$ cat config.mk
export PLATFORM = sky130hd
export DESIGN_NAME = ee2w_slave
export DESIGN_NICKNAME = d
export VERILOG_FILES = /design/src/rtl/ee2w_pkg.sv /design/src/rtl/ee2w_edge.sv /design/src/rtl/ee2w_mem.sv /design/src/rtl/ee2w_slave.sv
export SDC_FILE = /design/constraint.sdc
export NUM_CORES = 2
export LEC_CHECK = 0
export CAP_MARGIN = 20
export CORE_MARGIN = 5
export CORE_UTILIZATION = 30
export CTS_CLUSTER_DIAMETER = 200
export DETAILED_ROUTE_END_ITERATION = 10
export GPL_ROUTABILITY_DRIVEN = 0
export PLACE_DENSITY = 0.41
export SYNTH_ARGS = -nofsm -noshare
export SYNTH_HDL_FRONTEND = slang
export SYNTH_SLANG_ARGS = --single-unit
$ cat constraint.sdc
create_clock -name clk -period 22.1 [get_ports clk]
set_input_delay 4.42 -clock clk [delete_from_list [all_inputs] [get_ports clk]]
set_output_delay 4.42 -clock clk [all_outputs]
set_load 0.02 [all_outputs]
$ cat src/rtl/ee2w_pkg.sv
package ee2w_pkg;

    typedef enum logic [3:0] {
        ST_IDLE,
        ST_CTRL,
        ST_CTRL_ACK,
        ST_AHI,
        ST_AHI_ACK,
        ST_ALO,
        ST_ALO_ACK,
        ST_RD,
        ST_RD_ACK,
        ST_WR,
        ST_WR_ACK
    } ee_state_e;

    typedef enum logic [1:0] {
        AM_IN_CTRL,   // whole address inside control byte
        AM_ONE_BYTE,  // 3 bits in control byte + one address byte
        AM_TWO_BYTE   // two address bytes
    } addr_mode_e;

    function automatic addr_mode_e mode_of(input int aw);
        if (aw < 8)       return AM_IN_CTRL;
        else if (aw < 12) return AM_ONE_BYTE;
        else              return AM_TWO_BYTE;
    endfunction

endpackage

$ cat src/rtl/ee2w_edge.sv
module ee2w_edge (
    input  logic clk,
    input  logic rst_n,
    input  logic scl_in,
    input  logic sda_in,
    output logic scl_rise,
    output logic scl_fall,
    output logic start_det,
    output logic stop_det
);
    typedef struct packed {
        logic scl;
        logic sda;
    } prev_t;

    prev_t prev_d, prev_q;

    always_comb begin
        prev_d.scl = scl_in;
        prev_d.sda = sda_in;
        scl_rise   = scl_in & ~prev_q.scl;
        scl_fall   = ~scl_in & prev_q.scl;
        start_det  = scl_in & prev_q.scl & prev_q.sda & ~sda_in;
        stop_det   = scl_in & prev_q.scl & ~prev_q.sda & sda_in;
    end

    always_ff @(posedge clk) begin
        if (!rst_n) prev_q <= '{scl: 1'b1, sda: 1'b1};
        else        prev_q <= prev_d;
    end
endmodule

$ cat src/rtl/ee2w_mem.sv
module ee2w_mem #(
    parameter int AW = 9
) (
    input  logic          clk,
    input  logic          we,
    input  logic [AW-1:0] waddr,
    input  logic [7:0]    wdata,
    input  logic [AW-1:0] raddr,
    output logic [7:0]    rdata
);
    localparam int DEPTH = 1 << AW;

    logic [7:0] cells [DEPTH];

    always_ff @(posedge clk) begin
        if (we) cells[waddr] <= wdata;
    end

    assign rdata = cells[raddr];
endmodule

$ cat src/rtl/ee2w_slave.sv
module ee2w_slave
    import ee2w_pkg::*;
#(
    parameter int ADDR_W = 9
) (
    input  logic clk,
    input  logic rst_n,
    input  logic scl_in,
    input  logic sda_in,
    output logic slave_sda,
    output logic bus_sda
);
    localparam addr_mode_e MODE = mode_of(ADDR_W);
    localparam logic [ADDR_W-1:0] ADDR_ONE = 1;
    localparam logic [3:0] BITS_PER_BYTE = 4'd8;

    typedef struct packed {
        ee_state_e         state;
        logic [3:0]        cnt;
        logic [7:0]        shreg;
        logic [ADDR_W-1:0] addr;
        logic              sda_drv;
    } core_t;

    core_t r_d, r_q;

    logic scl_rise, scl_fall, start_det, stop_det;
    logic              mem_we;
    logic [ADDR_W-1:0] mem_raddr;
    logic [7:0]        mem_rdata;
    logic [7:0]        shin;
    logic [3:0]        cnt_obs;

    ee2w_edge u_edge (
        .clk      (clk),
        .rst_n    (rst_n),
        .scl_in   (scl_in),
        .sda_in   (sda_in),
        .scl_rise (scl_rise),
        .scl_fall (scl_fall),
        .start_det(start_det),
        .stop_det (stop_det)
    );

    ee2w_mem #(.AW(ADDR_W)) u_mem (
        .clk  (clk),
        .we   (mem_we),
        .waddr(r_q.addr),
        .wdata(shin),
        .raddr(mem_raddr),
        .rdata(mem_rdata)
    );

    always_comb begin
        shin = {r_q.shreg[6:0], sda_in};
        if (r_q.state == ST_RD_ACK)
            mem_raddr = r_q.addr + ADDR_ONE;
        else if (MODE == AM_IN_CTRL)
            mem_raddr = ADDR_W'(r_q.shreg[7:1]);
        else
            mem_raddr = r_q.addr;
    end

    always_comb begin
        r_d    = r_q;
        mem_we = 1'b0;
        if (stop_det) begin
            r_d.state   = ST_IDLE;
            r_d.sda_drv = 1'b1;
        end else if (start_det) begin
            r_d.state   = ST_CTRL;
            r_d.sda_drv = 1'b1;
            r_d.cnt     = BITS_PER_BYTE;
        end else if (scl_rise) begin
            unique case (r_q.state)
                ST_CTRL, ST_AHI, ST_ALO, ST_WR: begin
                    r_d.shreg = shin;
                    r_d.cnt   = r_q.cnt - 4'd1;
                    if (r_q.cnt == 4'd1) begin
                        unique case (r_q.state)
                            ST_CTRL: r_d.state = ST_CTRL_ACK;
                            ST_AHI: begin
                                r_d.addr  = ADDR_W'({shin, 8'h00});
                                r_d.state = ST_AHI_ACK;
                            end
                            ST_ALO: begin
                                r_d.addr  = r_q.addr | ADDR_W'(shin);
                                r_d.state = ST_ALO_ACK;
                            end
                            default: begin
                                mem_we    = 1'b1;
                                r_d.state = ST_WR_ACK;
                            end
                        endcase
                    end
                end
                ST_CTRL_ACK: begin
                    r_d.cnt = BITS_PER_BYTE;
                    if (r_q.shreg[0]) begin
                        r_d.state = ST_RD;
                        if (MODE == AM_IN_CTRL) r_d.addr = ADDR_W'(r_q.shreg[7:1]);
                        r_d.shreg = mem_rdata;
                    end else if (MODE == AM_IN_CTRL) begin
                        r_d.addr  = ADDR_W'(r_q.shreg[7:1]);
                        r_d.state = ST_WR;
                    end else if (MODE == AM_ONE_BYTE) begin
                        r_d.addr  = ADDR_W'({r_q.shreg[3:1], 8'h00});
                        r_d.state = ST_ALO;
                    end else begin
                        r_d.state = ST_AHI;
                    end
                end
                ST_AHI_ACK: begin
                    r_d.state = ST_ALO;
                    r_d.cnt   = BITS_PER_BYTE;
                end
                ST_ALO_ACK: begin
                    r_d.state = ST_WR;
                    r_d.cnt   = BITS_PER_BYTE;
                end
                ST_RD: begin
                    r_d.cnt = r_q.cnt - 4'd1;
                    if (r_q.cnt == 4'd1) r_d.state = ST_RD_ACK;
                end
                ST_RD_ACK: begin
                    r_d.state = ST_RD;
                    r_d.cnt   = BITS_PER_BYTE;
                    r_d.addr  = r_q.addr + ADDR_ONE;
                    r_d.shreg = mem_rdata;
                end
                ST_WR_ACK: begin
                    r_d.state = ST_WR;
                    r_d.cnt   = BITS_PER_BYTE;
                    r_d.addr  = r_q.addr + ADDR_ONE;
                end
                default: ;
            endcase
        end else if (scl_fall) begin
            unique case (r_q.state)
                ST_CTRL_ACK, ST_AHI_ACK, ST_ALO_ACK, ST_RD_ACK, ST_WR_ACK:
                    r_d.sda_drv = 1'b0;
                ST_RD: begin
                    r_d.sda_drv = r_q.shreg[7];
                    r_d.shreg   = {r_q.shreg[6:0], 1'b0};
                end
                default: r_d.sda_drv = 1'b1;
            endcase
        end
    end

    always_ff @(posedge clk) begin
        if (!rst_n) begin
            r_q.state   <= ST_IDLE;
            r_q.cnt     <= '0;
            r_q.shreg   <= '0;
            r_q.addr    <= '0;
            r_q.sda_drv <= 1'b1;
        end else begin
            r_q <= r_d;
        end
    end

    assign slave_sda = r_q.sda_drv;
    assign bus_sda   = sda_in & r_q.sda_drv;
    assign cnt_obs   = r_q.cnt;
endmodule

==> impl_metrics.yaml <==
critical_path:
  start_kind: "input port"
  reg2reg_depth: 15
  critPathMaxFanout: 24
  end_kind: "primary output"
  crit_required_ns: 17.68
  crit_arrival_ns: 5.60
  path_class: "in2out"
hold_path:
  hold_path.class: "reg2reg"
  hold_path_depth: 2
power_and_ir_drop:
  power_density_mw_per_mm2: 84.3
  p_leak_nw: 59.9
  peakVddDrop_mv: 0.0624
floorplan:
  die-height_um: 763
  initial_core_util_pct: 30.1
  io_pins: 6
  core_area_mm2: 0.565
  die_w_um: 763
  dieArea_mm2: 0.582
  num_rows: 276
grt:
  overflow: 0
  grt_pass1_vias: 110000
  grt_first_pass_wirelength_mm: 994
  grt_max_degree: 142
  antenna_found_initial: 70
  track_usage_pct: 24.5
final_layout:
  drive_gt1_share_pct: 11.3
  final_cell_mix: "edfxtp_1, a221oi_1, nor2_1"
  nets: 11100
  final.fill_count: 54000
  seq_area_mm2: 0.124
  layout_commonest_cell: "edfxtp_1"
  multiInputGateArea_mm2: 0.0424
  area.growth.synth_to_final_pct: 14.3
sta:
  worst_pin_slew_ns: 1.23
  tns_ns: 0
  drv_slew: 0
  finalHoldViolCount: 0
  fin_crit_sh_pct: 45.3
  period_needed_ns: 10.02
  finClkSkew_ns: 0.124
  whs_ns: 0.506
  rsz0062_at_grt: "no"
  max_slew_margin_pct: 18.0
  fmax_mhz: 99.8
  setup_viol: 0
clock_network:
  h-tree-depth: 5
  cts_made_buffers: 452
  clockBufferDepth: 4
  clock_sinks: 4124
  cts_tree: "built"
  clk_pin_slew_ns: 0.07
  ctsResizeCount: 0
  hold_buffers: 0
  cts_setup_buffers: 0
  clockRootBuffer: "clkbuf_16"
  clk_latency_ns: 1.09
drt:
  wl_per_cell_um: 39.1
  dr.pass1.iters: 8
  drt-met1-wl_mm: 309
  antenna_left: 0
  dr.max_layer_used: "met5"
  finalWirelength_mm: 746
  num_vias: 116000
  drc: 0
  dr_wl_met2_mm: 336
  drt-initial-drc-count: 16400
  wl_met3_mm: 67.6
  drt-vias-per-instance: 6.09
synth:
  seq_area_frac_synth_pct: 72.6
  synthTopCellsByArea: "edfxtp_1, a221oi_1, a221o_1"
  synthMuxAreaShare_pct: 3.21
  synth_fa_ha_area_share_pct: 0.0662
  netlist.area_leader.share_pct: 72.3
  synthSimpleGateAreaFrac_pct: 5.56
  synthDistinctLibCells: 99
  synth_top_area_cell: "edfxtp_1"
  synth_seq_cells: 4124
  yosysWarnings: 0
  syn_area_mm2: 0.170
  synth_top_family_by_area: "compound AO/OA/AOI/OAI gates"
  yosys.area_share.xor_xnor_pct: 0.0971
  synth_fp_nets: 11300
  syn_area_per_cell_um2: 15.1
  ys.flop_type: "edfxtp_1"
  synthCells: 11300
  synthArstFlopShare_pct: 0
  synth_edf_count: 4096
  synth_compound_area_share_pct: 15.6
place:
  port_buffers: 5
  dpl.hpwl_mm: 443
outcome:
  status: "completed"
run:
  maxCapViolations: 0
## cell type report
class	count	area share, %
timing repair buffer	385	1.80
multi-input combinational	6136	21.8
sequential	4124	63.6
clock buffer	542	6.04
tap	7506	4.83
inverter	21	0.0444
clock inverter	306	1.83
antenna	34	0.0438
## state kept, by name (all words and copies together) (netlist names)
name	flops
u_edge.prev_q	2
cnt_obs	4
slave_sda	1
u_mem.cells	4096
r_q	21
## critical path: stages
cell             delay (ns)
buf_8                  0.26
and2_1                 0.26
clkdlybuf4s50_1        0.64
## Yosys cell counts (all sizes together) (10+ instances only)
master / count
o31ai: 16
nand3: 136
a311oi: 17
and3: 14
o221ai: 196
a31oi: 46
or3: 36
nand2b: 30
buf: 560
a221oi: 1015
nand4: 35
a21oi: 407
a22o: 76
dfxtp: 28
nor4: 22
a211oi: 56
nor3b: 17
o21ai: 415
a32oi: 15
xnor2: 14
or2: 22
o211ai: 151
mux2: 29
nand2: 745
a211o: 11
or4: 10
o21a: 15
mux2i: 330
o41ai: 12
o22ai: 266
o2111ai: 39
a221o: 405
nor2b: 21
mux4: 81
inv: 21
a22oi: 160
o22a: 21
o311ai: 35
edfxtp: 4096
nor3: 191
nor2: 889
clkbuf: 454
## layer usage
layer  GRT usage, %  up-vias
li1               -    46400
met1           33.4    61300
met2           38.2     7001
met3           5.25     1224
met4           9.62       22
met5          0.190        -
## worst paths after layout
check	start	endpoint	slack [ns]
max reg2reg	r_q[25]$_SDFFE_PP0P_	r_q[14]$_SDFFE_PN0P_	14.08
min reg2reg	r_q[17]$_SDFFE_PN0P_	r_q[17]$_SDFFE_PN0P_	0.51
max	sda_in	bus_sda	12.08
min	r_q[17]$_SDFFE_PN0P_	r_q[17]$_SDFFE_PN0P_	0.51
## logic make-up after synthesis
logic type,count (synthesis)
DFF,4124
adders and majority gates,9
and+or+nand+nor,2201
AOI/OAI and AO/OA,3468
xor gates and xnor gates,18
muxes,440
buffers and inverters,1035
## power by group
group / switching [mW] / internal [mW] / total [mW]
sequential: 0.00151 / 8.48 / 8.48
combinational: 0.0300 / 0.00480 / 0.0348
clock: 3.32 / 4.55 / 7.87
total: 3.35 / 13.0 / 16.4
## through the flow
stage | utilization [%] | instances | power (mW) | instance area, µm² | worst slack [ns]
after global routing | 34.4 | 19000 | 16.8 | 194000 | 12.00
after CTS | 34.4 | 19000 | 16.5 | 194000 | 12.02
after detailed placement | 31.7 | 18200 | 8.68 | 179000 | 11.49
after floorplan | - | 11300 | 8.65 | 170000 | 12.79
final | 34.4 | 19100 | 16.4 | 194000 | 12.08
after global placement | 31.7 | 18200 | 8.68 | 179000 | 11.53
No activity file was read; power rests on OpenSTA's default activity.
